## config.mk

```make
export PLATFORM = sky130hd
export DESIGN_NAME = swb_slave
export DESIGN_NICKNAME = d
export VERILOG_FILES = /design/src/rtl/swb_pkg.sv /design/src/rtl/swb_sync.sv /design/src/rtl/swb_lowtmr.sv /design/src/rtl/swb_slot.sv /design/src/rtl/swb_bytes.sv /design/src/rtl/swb_slave.sv
export SDC_FILE = /design/constraint.sdc
export NUM_CORES = 1
export LEC_CHECK = 0
export ABC_CLOCK_PERIOD_IN_PS = 2300
export BUFFER_PORTS_ARGS = -buffer_cell sky130_fd_sc_hd__buf_2
export CORE_MARGIN = 4
export CORE_UTILIZATION = 54
export CTS_BUF_LIST = sky130_fd_sc_hd__clkbuf_8 sky130_fd_sc_hd__clkbuf_16
export CTS_CLUSTER_DIAMETER = 30
export DETAILED_ROUTE_END_ITERATION = 7
export PLACE_DENSITY = 0.75
export SYNTH_ARGS = -nofsm -noshare
export SYNTH_HDL_FRONTEND = slang
export SYNTH_HIERARCHICAL = 1
export SYNTH_SLANG_ARGS = --single-unit
export TNS_END_PERCENT = 1
```

## constraint.sdc

```tcl
create_clock -name clk -period 2.3 [get_ports clk]
set_clock_uncertainty 0.2 [all_clocks]
set_input_delay 0.115 -clock clk [delete_from_list [all_inputs] [get_ports clk]]
set_output_delay 0.115 -clock clk [all_outputs]
set_load 0.005 [all_outputs]
```

## src/rtl/swb_pkg.sv

```systemverilog
`timescale 1ns/1ps
package swb_pkg;
  typedef enum logic [2:0] {
    S_IDLE = 3'd0,
    S_RSTL = 3'd1,
    S_PDW  = 3'd2,
    S_PDL  = 3'd3,
    S_SLOT = 3'd4
  } swb_state_e;
endpackage

```

## src/rtl/swb_sync.sv

```systemverilog
`timescale 1ns/1ps
module swb_sync #(
  parameter int STAGES = 2
) (
  input  logic clk,
  input  logic rst_n,
  input  logic line_in,
  output logic line_s,
  output logic fall,
  output logic rise
);
  logic [STAGES-1:0] sh;
  logic              prev;

  always_ff @(posedge clk) begin
    if (!rst_n) begin
      sh   <= '1;
      prev <= 1'b1;
    end else begin
      sh   <= {sh[STAGES-2:0], line_in};
      prev <= sh[STAGES-1];
    end
  end

  assign line_s = sh[STAGES-1];
  assign fall   = prev & ~line_s;
  assign rise   = ~prev & line_s;
endmodule

```

## src/rtl/swb_lowtmr.sv

```systemverilog
`timescale 1ns/1ps
module swb_lowtmr #(
  parameter int RST_MIN = 480,
  parameter int T_W     = 9
) (
  input  logic clk,
  input  logic rst_n,
  input  logic tick,
  input  logic line_s,
  output logic bus_rst
);
  logic [T_W-1:0] low_cnt;

  always_ff @(posedge clk) begin
    if (!rst_n || line_s) low_cnt <= '0;
    else if (tick && low_cnt < T_W'(RST_MIN)) low_cnt <= low_cnt + 1'b1;
  end

  assign bus_rst = (low_cnt >= T_W'(RST_MIN));
endmodule

```

## src/rtl/swb_slot.sv

```systemverilog
`timescale 1ns/1ps
module swb_slot
  import swb_pkg::*;
#(
  parameter int PD_WAIT   = 30,
  parameter int PD_LEN    = 120,
  parameter int SAMPLE_AT = 30,
  parameter int T_W       = 9
) (
  input  logic       clk,
  input  logic       rst_n,
  input  logic       tick,
  input  logic       line_s,
  input  logic       fall,
  input  logic       rise,
  input  logic       bus_rst,
  input  logic       rd_mode,
  input  logic       tx_bit,
  output logic       pull_low,
  output logic       bit_vld,
  output logic       bit_val,
  output swb_state_e state
);
  swb_state_e     st;
  logic [T_W-1:0] t;
  logic           is_rd, drive;

  always_ff @(posedge clk) begin
    if (!rst_n) begin
      st <= S_IDLE; t <= '0; is_rd <= 1'b0; drive <= 1'b0;
      bit_vld <= 1'b0; bit_val <= 1'b0;
    end else begin
      bit_vld <= 1'b0;
      if (bus_rst && st != S_RSTL) begin
        st <= S_RSTL; drive <= 1'b0;
      end else begin
        unique case (st)
          S_RSTL: if (rise) begin st <= S_PDW; t <= '0; end
          S_PDW: if (tick) begin
            if (t == T_W'(PD_WAIT - 1)) begin st <= S_PDL; t <= '0; drive <= 1'b1; end
            else t <= t + 1'b1;
          end
          S_PDL: if (tick) begin
            if (t == T_W'(PD_LEN - 1)) begin st <= S_IDLE; drive <= 1'b0; end
            else t <= t + 1'b1;
          end
          S_IDLE: if (fall) begin
            st <= S_SLOT; t <= '0; is_rd <= rd_mode;
            drive <= rd_mode & ~tx_bit;
          end
          S_SLOT: if (tick) begin
            if (t == T_W'(SAMPLE_AT - 1)) begin
              st <= S_IDLE; drive <= 1'b0;
              if (!is_rd) begin bit_vld <= 1'b1; bit_val <= line_s; end
            end else t <= t + 1'b1;
          end
          default: st <= S_IDLE;
        endcase
      end
    end
  end

  assign pull_low = drive;
  assign state    = st;
endmodule

```

## src/rtl/swb_bytes.sv

```systemverilog
`timescale 1ns/1ps
module swb_bytes #(
  parameter int          DATA_W    = 8,
  parameter logic [7:0]  SKIP_CODE = 8'hCC
) (
  input  logic              clk,
  input  logic              rst_n,
  input  logic              bus_rst,
  input  logic              bit_vld,
  input  logic              bit_val,
  output logic [DATA_W-1:0] rx_data,
  output logic              rx_valid,
  output logic              skip_rom
);
  localparam int CNT_W = $clog2(DATA_W);
  logic [DATA_W-1:0] sh;
  logic [CNT_W-1:0]  cnt;
  logic              first;
  logic [DATA_W-1:0] nxt;

  assign nxt = {bit_val, sh[DATA_W-1:1]};

  always_ff @(posedge clk) begin
    if (!rst_n) begin
      sh <= '0; cnt <= '0; first <= 1'b0; rx_data <= '0;
      rx_valid <= 1'b0; skip_rom <= 1'b0;
    end else if (bus_rst) begin
      cnt <= '0; first <= 1'b1; skip_rom <= 1'b0; rx_valid <= 1'b0;
    end else begin
      rx_valid <= 1'b0;
      if (bit_vld) begin
        sh <= nxt;
        if (cnt == CNT_W'(DATA_W - 1)) begin
          cnt <= '0; rx_data <= nxt; rx_valid <= 1'b1;
          if (first) begin
            skip_rom <= (nxt == DATA_W'(SKIP_CODE));
            first    <= 1'b0;
          end
        end else cnt <= cnt + 1'b1;
      end
    end
  end
endmodule

```

## src/rtl/swb_slave.sv

```systemverilog
`timescale 1ns/1ps
module swb_slave
  import swb_pkg::*;
#(
  parameter int         SYNC_STAGES = 2,
  parameter int         RST_MIN     = 480,
  parameter int         PD_WAIT     = 30,
  parameter int         PD_LEN      = 120,
  parameter int         SAMPLE_AT   = 30,
  parameter int         DATA_W      = 8,
  parameter logic [7:0] SKIP_CODE   = 8'hCC
) (
  input  logic              clk,
  input  logic              rst_n,
  input  logic              us_tick,
  input  logic              line_in,
  input  logic              rd_mode,
  input  logic              tx_bit,
  output logic              pull_low,
  output logic [DATA_W-1:0] rx_data,
  output logic              rx_valid,
  output logic              skip_rom
);
  localparam int T_MAX = (RST_MIN > PD_LEN) ? RST_MIN : PD_LEN;
  localparam int T_W   = $clog2(T_MAX + 1);

  logic       line_s, fall, rise, bus_rst, bit_vld, bit_val;
  swb_state_e state;

  swb_sync #(.STAGES(SYNC_STAGES)) sync_i (
    .clk(clk), .rst_n(rst_n), .line_in(line_in),
    .line_s(line_s), .fall(fall), .rise(rise));

  swb_lowtmr #(.RST_MIN(RST_MIN), .T_W(T_W)) lowtmr_i (
    .clk(clk), .rst_n(rst_n), .tick(us_tick), .line_s(line_s),
    .bus_rst(bus_rst));

  swb_slot #(.PD_WAIT(PD_WAIT), .PD_LEN(PD_LEN), .SAMPLE_AT(SAMPLE_AT),
             .T_W(T_W)) slot_i (
    .clk(clk), .rst_n(rst_n), .tick(us_tick), .line_s(line_s),
    .fall(fall), .rise(rise), .bus_rst(bus_rst), .rd_mode(rd_mode),
    .tx_bit(tx_bit), .pull_low(pull_low), .bit_vld(bit_vld),
    .bit_val(bit_val), .state(state));

  swb_bytes #(.DATA_W(DATA_W), .SKIP_CODE(SKIP_CODE)) bytes_i (
    .clk(clk), .rst_n(rst_n), .bus_rst(bus_rst), .bit_vld(bit_vld),
    .bit_val(bit_val), .rx_data(rx_data), .rx_valid(rx_valid),
    .skip_rom(skip_rom));
endmodule

```

==> summary.md <==
| Metric | Value |
|---|---|
| Wirelength, routed | `roughly 5.3 mm` |
| Lkg Pwr | `1.23 nW` |
| Share of cells above drive strength 1 | `roughly 17%` |
| Final Instance Area | `0.00292 mm²` |
| DRC Markers | `0` |
| DR vias | `about 2,200` |
| Syn. warnings | `6` |
| RSZ-0062 raised after global routing | `true` |
| H-tree Lvls | `2` |
| Syn_area_per_cell | `around 9.1 µm²` |
| Die H | `between 70 and 80 µm` |
| Predominant post-synthesis flop cell | `dfxtp_1` |
| Worst hold path class | `input port to register` |
| Int Pwr | `0.00123 W` |
| Total track usage | `approximately 18%` |
| Netlist cell types | `64` |
| Final ANT Viol Nets | `0` |
| Area delta synth->final | `12.1%` |
| Flops & latches, synth | `between 40 and 50` |
| Number of global-route vias before repair | `about 2,100` |
| DRT Pass-1 Iters | `4` |
| CTS tree | `done` |
| Vias/cell | `approximately 6` |
| Max-Slew Margin vs Limit | `around three quarters` |
| Worst Path Required | `around 2300 ps` |
| Sw Ratio | `between 20% and 30%` |
| Mapped Area | `between 0.002 and 0.003 mm²` |
| IO Count | `17` |
| Initial DRC Count | `approximately 110` |
| Clock power share | `around two fifths` |
| Die width | `just under 80 µm` |
| Largest net degree at the start of global routing | `24` |
| Worst slew pin tran | `between 300 and 400 ps` |
| Fin. Hold Viols | `0` |
| FMAX | `0.455 GHz` |
| GRT overflow | `0` |
| Row count | `25` |
| Synth area leader | `dfxtp_1` |
| Initial antenna violation count | `0` |
| Ranking of synthesized cells by area | `dfxtp_1 (38%), mux2i_1 (5.4%), nand2_1 (4.3%)` |
| Synth Instances | `287` |
| CP Launch Type | `register` |
| Nets | `around 330` |
| Wire per inst | `14.3 µm` |
| Area post-placement | `0.00276 mm²` |
| Worst vdd ir | `roughly 0.00035 V` |
| Post-DP HPWL | `roughly 3.8 mm` |
| EDFF count, synth | `0` |
| Logic pwr share | `around 6.4%` |
| Sequential fraction of design power | `54.5%` |
| Diode count | `0` |
| CTS Sinks | `around 50` |
| Critical path fanouts, max | `5` |
| Count leader, synth | `dfxtp_1` |
| PD cells | `approximately 540 mW/mm²` |
| Sw Pwr | `about 0.00035 W` |
| Worst Path Arrival | `approximately 2200 ps` |
| TNS Setup | `0 ps` |
| Outcome | `finished clean` |
| Final setup viols | `0` |
| Die footprint | `roughly 0.006 mm²` |
| Worst skew pair latency | `approximately 300 ps` |
| CP Capture Type | `register` |
| Core Area | `~0.0047 mm²` |
| Crit path kind | `register to register` |
| Max Buffers Root-to-Sink | `2` |
| Total setup buffers inserted after CTS | `0` |
| Total clock buffers created by CTS | `5` |
| Tcrit/Tclk final | `a little over nine tenths` |
| Ys async rst share | `0%` |
| First-pass GRT wire length | `around 9.0 mm` |
| Max-slew violation count | `0` |
| Routability Congestion | `a little over 0.8` |
| Reg clk slew, reported paths | `90 ps` |
| Port bufs | `16` |
| Post-layout min period | `~2200 ps` |
| Fillers | `approximately 400` |
| Max Cap Viol | `0` |
| Seq/Total Area, Yosys | `37.6%` |
| Synth top cells by count | `dfxtp_1 (49), nand2_1 (30), nor2_1 (16)` |
| Clock root buffer | `clkbuf_8` |
| Initial Util | `between 50% and 60%` |
| Synthesized Nets | `approximately 300` |
| Yosys top cell area share | `between 30% and 40%` |
## cell usage in the layout, fill, tap and decap left out, types with 2 or more instances in the layout
master	count
a211o_1	4
a21boi_1	8
a21oi_1	12
a31oi_1	2
a32o_1	3
a41o_1	3
and2_1	4
and3_1	2
buf_2	16
buf_4	15
clkbuf_8	5
dfxtp_1	48
dlygate4sd3_1	3
ha_1	6
inv_1	15
mux2i_1	14
nand2_1	30
nand2b_1	8
nand3_1	9
nand4_1	3
nand4_2	2
nor2_1	16
nor2b_1	13
nor3_1	5
nor3b_1	2
nor4_1	2
nor4bb_1	2
o21a_1	5
o21ai_0	4
o311a_1	4
o311ai_0	4
o31ai_1	3
o41ai_1	2
or3_1	3
or4_1	4
or4bb_1	2
## kinds of logic after synthesis
group           share of synthesized area, %
flops                                   37.6
xor+xnor                               0.336
mux                                     5.37
buf+inv                                 6.23
simple gates                            26.9
fa+ha+maj                               2.88
compound gates                          20.7
## metrics by stage
step                      worst slack, ps  power [W]  hold WS [ps]  util (%)  instances
after floorplan                      51.1   0.000945         -12.0         -        287
after global placement               49.6   0.000974           104      58.9        358
after global routing                -8.36    0.00164          18.7      62.3        369
final                                99.8    0.00158          9.10      62.3        369
after CTS                            65.5    0.00160          8.43      62.2        369
after detailed placement             26.7   0.000975           116      58.9        358
## critical path: stages (launching register included)
cell and delay (ps):
dfxtp_1 410, ha_1 200, nor4bb_2 320, a41o_1 300, nand2_1 140, a211o_1 280, a32o_1 250
## path summary, 6_finish.rpt
check,startpoint,end,slack [ps],depth (start not counted)
max,slot_i/t[0]$_SDFFE_PN0P_,slot_i/t[8]$_SDFFE_PN0P_,100,6
min reg2reg,sync_i/sh[0]$_SDFF_PN1_,sync_i/sh[1]$_SDFF_PN1_,240,1
min,rst_n,bytes_i/rx_data[3]$_SDFFE_PN0P_,9,2
max reg2reg,slot_i/t[0]$_SDFFE_PN0P_,slot_i/t[8]$_SDFFE_PN0P_,100,6
## cell type report
type	instances	area, µm²	area share, %
tap	54	67.6	2.31
clock buffer	5	68.8	2.35
sequential	49	982	33.6
multi-input combinational	209	1480	50.7
clock inverter	3	43.8	1.50
timing repair buffer	34	223	7.62
inverter	15	56.3	1.93
## sequential cells by signal (all words and copies together), names as in the netlist
| signal | cells |
|---|---|
| bytes_i/first | 1 |
| bytes_i/sh | 7 |
| slot_i/bit_val | 1 |
| bytes_i/skip_rom | 1 |
| slot_i/t | 9 |
| lowtmr_i/low_cnt | 9 |
| slot_i/is_rd | 1 |
| bytes_i/rx_data | 8 |
| sync_i/prev | 1 |
| bytes_i/rx_valid | 1 |
| bytes_i/cnt | 3 |
| slot_i/state | 3 |
| slot_i/bit_vld | 1 |
| sync_i/sh | 2 |
| slot_i/pull_low | 1 |
## routing by layer
| metal | up-vias | global-route usage (%) | routed length (µm) |
|---|---|---|---|
| li1 | 1110 | - | - |
| met1 | 1065 | 22.3 | 2470 |
| met4 | 0 | 6.41 | 68 |
| met3 | 7 | 3.83 | 171 |
| met2 | 33 | 31.4 | 2570 |
| met5 | - | 0 | 0 |
## what timing repair did
action | in CTS | in global routing
pin swaps | 0 | 1
hold endpoints to repair | 4 | 0
gates resized for setup | 1 | 2
hold buffers | 3 | 0
endpoints found under the setup margin | 1 | 8
## power by group through the flow
stage	Combinational, W	Sequential (W)	Clock (W)
2_1_floorplan	0.0000690	0.000876	0
3_3_place_gp	0.0000939	0.000880	0
3_5_place_dp	0.0000950	0.000880	0
4_1_cts	0.000101	0.000860	0.000637
5_1_grt	0.000112	0.000862	0.000667
6_report	0.000102	0.000861	0.000616
(Power assumes the default switching activity.)
